## src/rtl/neuron_mac_pkg.sv

```systemverilog
package neuron_mac_pkg;
  localparam int NEURON_OUT_W = 8;
  localparam int XFER_IDX_W   = 6;

  // magnitude above/below midscale for a given |index|
  function automatic int xfer_mag(input int a);
    if (a < 8)       return a * 12;
    else if (a < 16) return 96 + (a - 8) * 3;
    else             return 120 + ((a - 16) >> 1);
  endfunction
endpackage

```

## src/rtl/neuron_mac_fetch.sv

```systemverilog
module neuron_mac_fetch #(
  parameter int CNT_W  = 5,
  parameter int ADDR_W = 5
) (
  input  logic              clk_i,
  input  logic              rst_ni,
  input  logic              launch_i,
  input  logic [CNT_W-1:0]  n_i,
  output logic              rd_o,
  output logic [ADDR_W-1:0] addr_o,
  output logic              vld_o,
  output logic              phase_o,
  output logic              last_o
);
  logic              active_q, vld_q, phase_q, last_q;
  logic [ADDR_W-1:0] idx_q, last_idx;
  logic [ADDR_W:0]   span;

  assign span     = (ADDR_W+1)'(n_i) << 1;
  assign last_idx = span[ADDR_W-1:0] - ADDR_W'(1);

  always_ff @(posedge clk_i or negedge rst_ni) begin
    if (!rst_ni) begin
      active_q <= 1'b0;
      idx_q    <= '0;
      vld_q    <= 1'b0;
      phase_q  <= 1'b0;
      last_q   <= 1'b0;
    end else begin
      vld_q   <= active_q;
      phase_q <= idx_q[0];
      last_q  <= active_q && (idx_q == last_idx);
      if (launch_i) begin
        active_q <= 1'b1;
        idx_q    <= '0;
      end else if (active_q) begin
        if (idx_q == last_idx) active_q <= 1'b0;
        else                   idx_q    <= idx_q + ADDR_W'(1);
      end
    end
  end

  assign rd_o    = active_q;
  assign addr_o  = idx_q;
  assign vld_o   = vld_q;
  assign phase_o = phase_q;
  assign last_o  = last_q;
endmodule

```

## src/rtl/neuron_mac_dp.sv

```systemverilog
module neuron_mac_dp #(
  parameter int DATA_W = 8,
  parameter int ACC_W  = 16
) (
  input  logic                     clk_i,
  input  logic                     rst_ni,
  input  logic                     load_i,
  input  logic signed [ACC_W-1:0]  bias_i,
  input  logic                     vld_i,
  input  logic                     phase_i,
  input  logic                     last_i,
  input  logic signed [DATA_W-1:0] rdata_i,
  output logic signed [ACC_W-1:0]  acc_o,
  output logic                     fin_o
);
  localparam int PROD_W = 2 * DATA_W;
  localparam logic signed [ACC_W-1:0] ACC_MAX = {1'b0, {(ACC_W-1){1'b1}}};
  localparam logic signed [ACC_W-1:0] ACC_MIN = {1'b1, {(ACC_W-1){1'b0}}};

  logic signed [DATA_W-1:0] x_q;
  logic signed [PROD_W-1:0] prod_d, prod_q;
  logic                     pvld_q, plast_q, fin_q;
  logic signed [ACC_W-1:0]  acc_q, acc_sat;
  logic signed [ACC_W:0]    acc_x, prod_x, sum;

  // weight arrives straight from memory into the multiplier
  assign prod_d = x_q * rdata_i;
  assign acc_x  = {acc_q[ACC_W-1], acc_q};
  assign prod_x = {{(ACC_W+1-PROD_W){prod_q[PROD_W-1]}}, prod_q};
  assign sum    = acc_x + prod_x;

  always_comb begin
    if (sum[ACC_W] != sum[ACC_W-1]) acc_sat = sum[ACC_W] ? ACC_MIN : ACC_MAX;
    else                            acc_sat = sum[ACC_W-1:0];
  end

  always_ff @(posedge clk_i or negedge rst_ni) begin
    if (!rst_ni) begin
      x_q     <= '0;
      prod_q  <= '0;
      pvld_q  <= 1'b0;
      plast_q <= 1'b0;
      acc_q   <= '0;
      fin_q   <= 1'b0;
    end else begin
      if (vld_i && !phase_i) x_q <= rdata_i;
      if (vld_i && phase_i)  prod_q <= prod_d;
      pvld_q  <= vld_i && phase_i;
      plast_q <= vld_i && phase_i && last_i;
      fin_q   <= pvld_q && plast_q;
      if (load_i)      acc_q <= bias_i;
      else if (pvld_q) acc_q <= acc_sat;
    end
  end

  assign acc_o = acc_q;
  assign fin_o = fin_q;
endmodule

```

## src/rtl/neuron_mac_xfer.sv

```systemverilog
module neuron_mac_xfer
  import neuron_mac_pkg::*;
#(
  parameter int ACC_W = 16
) (
  input  logic signed [ACC_W-1:0]  acc_i,
  output logic [NEURON_OUT_W-1:0]  y_o
);
  logic signed [XFER_IDX_W-1:0] idx;
  logic                         unused_low;

  assign idx        = acc_i[ACC_W-1 -: XFER_IDX_W];
  assign unused_low = ^acc_i[ACC_W-XFER_IDX_W-1:0];

  always_comb begin
    int v, mag;
    v   = int'(idx);
    mag = xfer_mag((v < 0) ? -v : v);
    y_o = NEURON_OUT_W'((v < 0) ? (128 - mag) : (128 + mag));
  end
endmodule

```

## src/rtl/neuron_mac.sv

```systemverilog
module neuron_mac
  import neuron_mac_pkg::*;
#(
  parameter  int MAX_IN = 16,
  parameter  int DATA_W = 8,
  parameter  int ACC_W  = 16,
  localparam int CNT_W  = $clog2(MAX_IN + 1),
  localparam int ADDR_W = $clog2(2 * MAX_IN)
) (
  input  logic                     clk_i,
  input  logic                     rst_ni,
  input  logic                     start_i,
  input  logic [CNT_W-1:0]         n_inputs_i,
  input  logic signed [ACC_W-1:0]  bias_i,
  output logic                     mem_rd_o,
  output logic [ADDR_W-1:0]        mem_addr_o,
  input  logic signed [DATA_W-1:0] mem_rdata_i,
  output logic                     busy_o,
  output logic                     done_o,
  output logic [NEURON_OUT_W-1:0]  y_o
);
  logic                    busy_q, done_q, zero_fin_q, launch, dp_fin, fin_any;
  logic [CNT_W-1:0]        n_clamp, n_q;
  logic signed [ACC_W-1:0] acc;
  logic [NEURON_OUT_W-1:0] y_q, y_d;
  logic                    f_vld, f_phase, f_last;

  assign launch  = start_i && !busy_q;
  assign n_clamp = (n_inputs_i > CNT_W'(MAX_IN)) ? CNT_W'(MAX_IN) : n_inputs_i;
  assign fin_any = dp_fin || zero_fin_q;

  always_ff @(posedge clk_i or negedge rst_ni) begin
    if (!rst_ni) begin
      busy_q     <= 1'b0;
      done_q     <= 1'b0;
      zero_fin_q <= 1'b0;
      n_q        <= '0;
      y_q        <= '0;
    end else begin
      zero_fin_q <= launch && (n_clamp == '0);
      done_q     <= fin_any;
      if (launch) begin
        busy_q <= 1'b1;
        n_q    <= n_clamp;
      end else if (fin_any) begin
        busy_q <= 1'b0;
      end
      if (fin_any) y_q <= y_d;
    end
  end

  neuron_mac_fetch #(.CNT_W(CNT_W), .ADDR_W(ADDR_W)) u_fetch (
    .clk_i    (clk_i),
    .rst_ni   (rst_ni),
    .launch_i (launch && (n_clamp != '0)),
    .n_i      (n_q),
    .rd_o     (mem_rd_o),
    .addr_o   (mem_addr_o),
    .vld_o    (f_vld),
    .phase_o  (f_phase),
    .last_o   (f_last)
  );

  neuron_mac_dp #(.DATA_W(DATA_W), .ACC_W(ACC_W)) u_dp (
    .clk_i   (clk_i),
    .rst_ni  (rst_ni),
    .load_i  (launch),
    .bias_i  (bias_i),
    .vld_i   (f_vld),
    .phase_i (f_phase),
    .last_i  (f_last),
    .rdata_i (mem_rdata_i),
    .acc_o   (acc),
    .fin_o   (dp_fin)
  );

  neuron_mac_xfer #(.ACC_W(ACC_W)) u_xfer (
    .acc_i (acc),
    .y_o   (y_d)
  );

  assign busy_o = busy_q;
  assign done_o = done_q;
  assign y_o    = y_q;
endmodule

```

## config.mk

```make
export PLATFORM = sky130hd
export DESIGN_NAME = neuron_mac
export DESIGN_NICKNAME = d
export VERILOG_FILES = /design/src/rtl/neuron_mac_pkg.sv /design/src/rtl/neuron_mac_fetch.sv /design/src/rtl/neuron_mac_dp.sv /design/src/rtl/neuron_mac_xfer.sv /design/src/rtl/neuron_mac.sv
export SDC_FILE = /design/constraint.sdc
export NUM_CORES = 1
export LEC_CHECK = 0
export BUFFER_PORTS_ARGS = -buffer_cell sky130_fd_sc_hd__buf_2
export CAP_MARGIN = 10
export CORE_MARGIN = 2
export CORE_UTILIZATION = 63
export CTS_CLUSTER_SIZE = 14
export DETAILED_ROUTE_END_ITERATION = 10
export PLACE_DENSITY = 0.83
export SETUP_SLACK_MARGIN = 0.05
export SLEW_MARGIN = 20
export SYNTH_ARGS = -nofsm -noshare
export SYNTH_HDL_FRONTEND = slang
export SYNTH_SLANG_ARGS = --single-unit
```

## constraint.sdc

```tcl
create_clock -name clk_i -period 9.5 [get_ports clk_i]
set_input_delay 1.9 -clock clk_i [delete_from_list [all_inputs] [get_ports clk_i]]
set_output_delay 1.9 -clock clk_i [all_outputs]
set_load 0.01 [all_outputs]
```

* Yosys cells after proc, flatten, opt, wreduce, memory -nomap -nowiden
Cells that the tools add are included.
Word-level totals: register bits 67, latch bits 0, bits in writable memories 0, bits in read-only memories 0, bits of input ports 32, output and inout bits 16, logic and storage cells 70, memories 0
Operators by class: add/subtract/negate cells 10, $mul 3, divide/modulo/power cells 0, $lt $le $gt $ge 4, equal/unequal tests 3, shift-type cells 0, mux-type cells 17, bitwise logic cells 0, reductions and logical operators 17
Operator list (number):
- $mux W16 | 4
- $lt A32 B5 Y1 const B | 1
- $lt A32 B6 Y1 const B | 1
- $mul A32 B3 Y6 const B | 1
- $mul A32 B3 Y8 const B | 1
- $mux W32 | 1
- $neg A6 Y32 | 1
- $sub A32 B5 Y32 const B | 1
- $mux W8 | 3
- $mux W5 | 4
- $add A16 B16 Y17 | 1
- $add A8 B8 Y8 const A | 2
- $mul A8 B8 Y16 | 1
- $sub A9 B6 Y9 const B | 1
- $add A7 B8 Y8 const A | 1
- $logic_and A1 B1 Y1 | 8
- $sub A8 B8 Y8 const A | 1
- $lt A6 B1 Y1 const B | 1
- $reduce_bool A2 Y1 | 3
- $add A5 B1 Y5 const B | 1
- $eq A5 B5 Y1 | 1
- $gt A5 B5 Y1 const B | 1
- $logic_not A5 Y1 | 1
- $mux W1 | 5
- 7 further kinds | 8

* Depth between registers and ports, before layout
depth in word-level cells 9, mapped depth 19, gate-level depth less buffers 19

* Cells and area by module
From an unflattened synthesis, not the netlist that was laid out.
Unflattened totals: cell total of the unflattened synthesis 769, area total of the unflattened synthesis 7031.7 um2
By module, submodules not included:
- neuron_mac_dp | instances 1, cells an instance 561, area each 4937.2 um2, sequential area each 1076.0 um2
- neuron_mac_xfer | instances 1, cells an instance 127, area each 1018.5 um2, sequential area each 0.0 um2
- neuron_mac | instances 1, cells an instance 41, area each 629.4 um2, sequential area each 400.4 um2
- neuron_mac_fetch | instances 1, cells an instance 40, area each 446.7 um2, sequential area each 225.2 um2

* Worst setup path after synthesis
Ideal clock, no wire load.
path type in2reg, start input mem_rdata_i[4], end register u_dp.prod_q[14], library setup time 0.096 ns, arrival 5.666 ns, required time 9.404 ns, path slack 3.738 ns, stages on the path 17, buffers on the path 0, path through and2_1 > fa_1 > inv_1 > fa_1 > inv_1 > fa_1 > inv_1 > fa_1 > inv_1 > ha_1 > o21ai_0 > a21boi_1 > o21ai_0 > a21boi_1 > o211ai_1 > and3_1 > o31ai_1
On the way: cells in the longest elaborated chain, start to end 1
Ends and longest elaborated chain:
- start, declared | RTL line neuron_mac.sv:17 | input logic signed [DATA_W-1:0] mem_rdata_i,
- $mul A8 B8 Y16 | RTL line neuron_mac_dp.sv:27 | assign prod_d = x_q * rdata_i;
- end signal, assigned | RTL line neuron_mac_dp.sv:47 | if (vld_i && phase_i) prod_q <= prod_d;
- end, declared | RTL line neuron_mac_dp.sv:21 | logic signed [PROD_W-1:0] prod_d, prod_q;
No other way between the ends. A chain may end at the register's enable or synchronous reset.

* Final worst setup path
start input mem_rdata_i[3], end register u_dp.prod_q[15]
Same word-level chain as after synthesis.

==> impl_results.md <==
* FF+latch area at 1677 um2
* Syn Inst Count at 780
* Initial DRT Pass Iterations at 5
* DR WL/cell at 14.76 um
* Slew @ Worst Pin at 0.8592 ns
* Worst EP arrival at 6.12 ns
* Crit path to: u_dp.prod_q[15]
* Routed wire length at 14320 um
* Die height at 109.2 um
* Share of cells above drive strength 1 at 10.00%
* Max stage delay on crit path at 0.65 ns
* Row cnt at 38
* CP Cell Sequence: buf_2 -> and2_1 -> fa_1 -> inv_1 -> fa_1 -> inv_1 -> fa_1 -> inv_1 -> fa_1 -> inv_1 -> ha_1 -> nand3_1 -> nor3_1 -> nor2_1 -> a211o_1 -> xnor2_1 -> o21ai_0
* Fmax at 169.1 MHz
* Worst setup SP type: input pin
* Final Hold Fails at 0
* R2R depth at 16
* Fillers at 836
* RSZ-0062 raised after global routing: false
* # IOs at 48
* Critical path class: input pin to flop
* Synth cell types at 60
* Post-route setup TNS at 0 ns
* Status: complete, no violations
* Drt drc at 0
* Root buffer cell: clkbuf_8
* Estimated wirelength of the detail-placed design at 11210 um
* Drt via density at 5.613
* Multi-input logic area at 4762 um2
* First-pass GRT wire length at 24460 um
* DR iter-0 viols at 284
* Maximum root-to-sink buffer count at 2
* Via count at 5445
* GRT Total Usage at 26.04%
* Met3 global-route usage at 4.543%
* Starting Density at 64.54%
* GP Congestion at 0.9492
* Hold slack at 0.4219 ns
* Met2 usage at 44.45%
* CTS sink cnt at 67
* Synth top area share at 24.07%
* Die ar. at 11910 um2
* Reg clk slew, reported paths at 0.07 ns
* #FFs+latches synth at 67
* H-tree levels at 3
* Syn nets at 939
* Die X at 109.2 um
* CP required at 9.70 ns
* Pins Over Slew Limit at 0
* GRT Residual Overflow at 0
* EDFF count, synth at 0
* Setup violators final at 0
* Initial antenna violation count at 0
* Reg2reg end: u_dp.prod_q[15]
* Asr flop ratio synth at 100.0%
* Beginning of the critical path: mem_rdata_i[3]
* Layout Skew at 0.007306 ns
* TritonCTS clock tree: done
* Avg Cell Area, Syn at 8.930 um2
* Busiest grt layer: met2
* CTS Hold Bufs at 0
* Synth top area cells: dfrtp_1 24%, fa_1 17%, ha_1 12%, inv_1 6.4%, nand2_1 5.3%
* Clock buffer count from CTS at 9
* Reg-to-Reg Start: u_dp.x_q[7]
* Port bufs at 47
* Slowest-stage cell, CP: fa_1
* Met1 Track Usage GR at 33.60%
* Post-Syn Area at 6965 um2
* Hold WC Path Type: flop to flop
* Area leader, netlist: dfrtp_1
* # nets final at 984
* Final Cycle Share at 62.25%
* R2R Setup Slk at 4.74 ns
* Core ar. at 10790 um2
* Crit path capture type: flop
* Worst-path fanout max at 9
* Detail Route Antenna Nets at 0
* Maxcap violations at 0
* Post-CTS Setup Inserts at 0
* Yosys warns at 0
* Slew HR at 42.51%
* Vias in the first global route at 5457
* Worst-skew pair later-pin latency at 0.36 ns
* CTS resizes at 0
* Pin count of the biggest net entering global routing at 68
* Ant. Diodes at 0
* Sequential fraction of the synthesis area at 24.07%
* Top_reg_cell synth: dfrtp_1
* Area Growth Syn to Fin at 8.389%
* Post-layout min period at 5.914 ns
metrics by stage:
stage	instances	util (%)	setup WS [ns]	instance area, um2
after global routing	970	69.95	3.350	7550
after floorplan	780	-	3.738	6965
after global placement	954	67.77	3.312	7315
after CTS	970	69.95	3.581	7550
final	970	69.95	3.586	7550
after detailed placement	954	67.77	3.206	7315
cells in the final DEF (no fill, tap or decap), types with 3 or more instances in the layout:
cell and count:
dfrtp_1 67, mux2_2 5, nand3b_1 4, nor3_1 13
o21ai_0 29, nand4_1 3, buf_2 47, nand3_1 10
xor2_1 13, a31oi_1 4, a21oi_1 37, o21a_1 4
ha_1 68, o31ai_1 4, nor2b_1 14, clkbuf_8 11
nor2_1 28, a2111oi_0 3, or3_1 9, inv_1 119
o21ai_1 18, a21o_1 12, a221o_1 3, nand2b_1 6
fa_1 59, mux2i_1 8, xnor2_1 36, and2_1 49
and3_1 6, nand2_1 98, o211ai_1 4
cells in the mapped netlist, drive strengths merged, types with 5 or more instances:
master and count:
a21o 12, a21oi 38, and2 49, and3 6
clkbuf 11, dfrtp 67, fa 59, ha 68
inv 120, mux2 5, mux2i 10, nand2 98
nand2b 6, nand3 10, nor2 28, nor2b 14
nor3 14, o21ai 47, o31ai 5, or3 11
xnor2 36, xor2 14
cell families after synthesis:
kind of cell,synth area share [%]
flip-flops,24.07
multiplexers,2.479
other,0.05384
adder cells (fa/ha/maj),29.17
AND/OR/NAND/NOR,17.98
AO/OA/AOI/OAI,12.13
XOR/XNOR,6.557
buffers and inverters,7.562
per-layer routing:
layer	wire [um]	part of all wire [%]
met5	0	0
met3	640	4.5
met1	6211	43
met4	267	1.9
met2	7199	50
area by class of cell:
| class | count | area share (%) |
|---|---|---|
| multi-input cells | 578 | 63.08 |
| flip-flops and latches | 67 | 22.21 |
| well taps | 140 | 2.320 |
| clock inverters | 5 | 1.110 |
| repair buffers | 49 | 3.315 |
| clock buffers | 11 | 2.005 |
| inverters | 120 | 5.966 |
flip-flops by register name, summed over array words and instances (netlist names), 4 cells and up:
signal	flops
n_q	4
y_o	8
u_dp.prod_q	16
u_fetch.addr_o	5
u_dp.acc_o	16
u_dp.x_q	8
worst max-delay path: cells and delay by family:
kind | cells | cell delay, ns
AOI/OAI and AO/OA | 2 | 0.37
and+or+nand+nor | 4 | 0.61
adders and majority gates | 5 | 2.62
xor gates and xnor gates | 1 | 0.14
buffers and inverters | 5 | 0.47
how the worst min path moves through the flow:
stage	startpoint	to	slack [ns]	cells past startpoint
2_1_floorplan	u_dp.plast_q	u_dp.fin_o	0.43	1
3_3_place_gp	u_fetch.rd_o	u_fetch.vld_o	0.39	0
3_5_place_dp	u_fetch.rd_o	u_fetch.vld_o	0.41	0
4_1_cts	u_fetch.rd_o	u_fetch.vld_o	0.43	0
5_1_grt	u_fetch.rd_o	u_fetch.vld_o	0.44	0
6_report	u_fetch.rd_o	u_fetch.vld_o	0.42	0
Power is left out: the tool's default activity adds up to more than one toggle a clock period on the data nets, which glitch-free logic cannot reach.
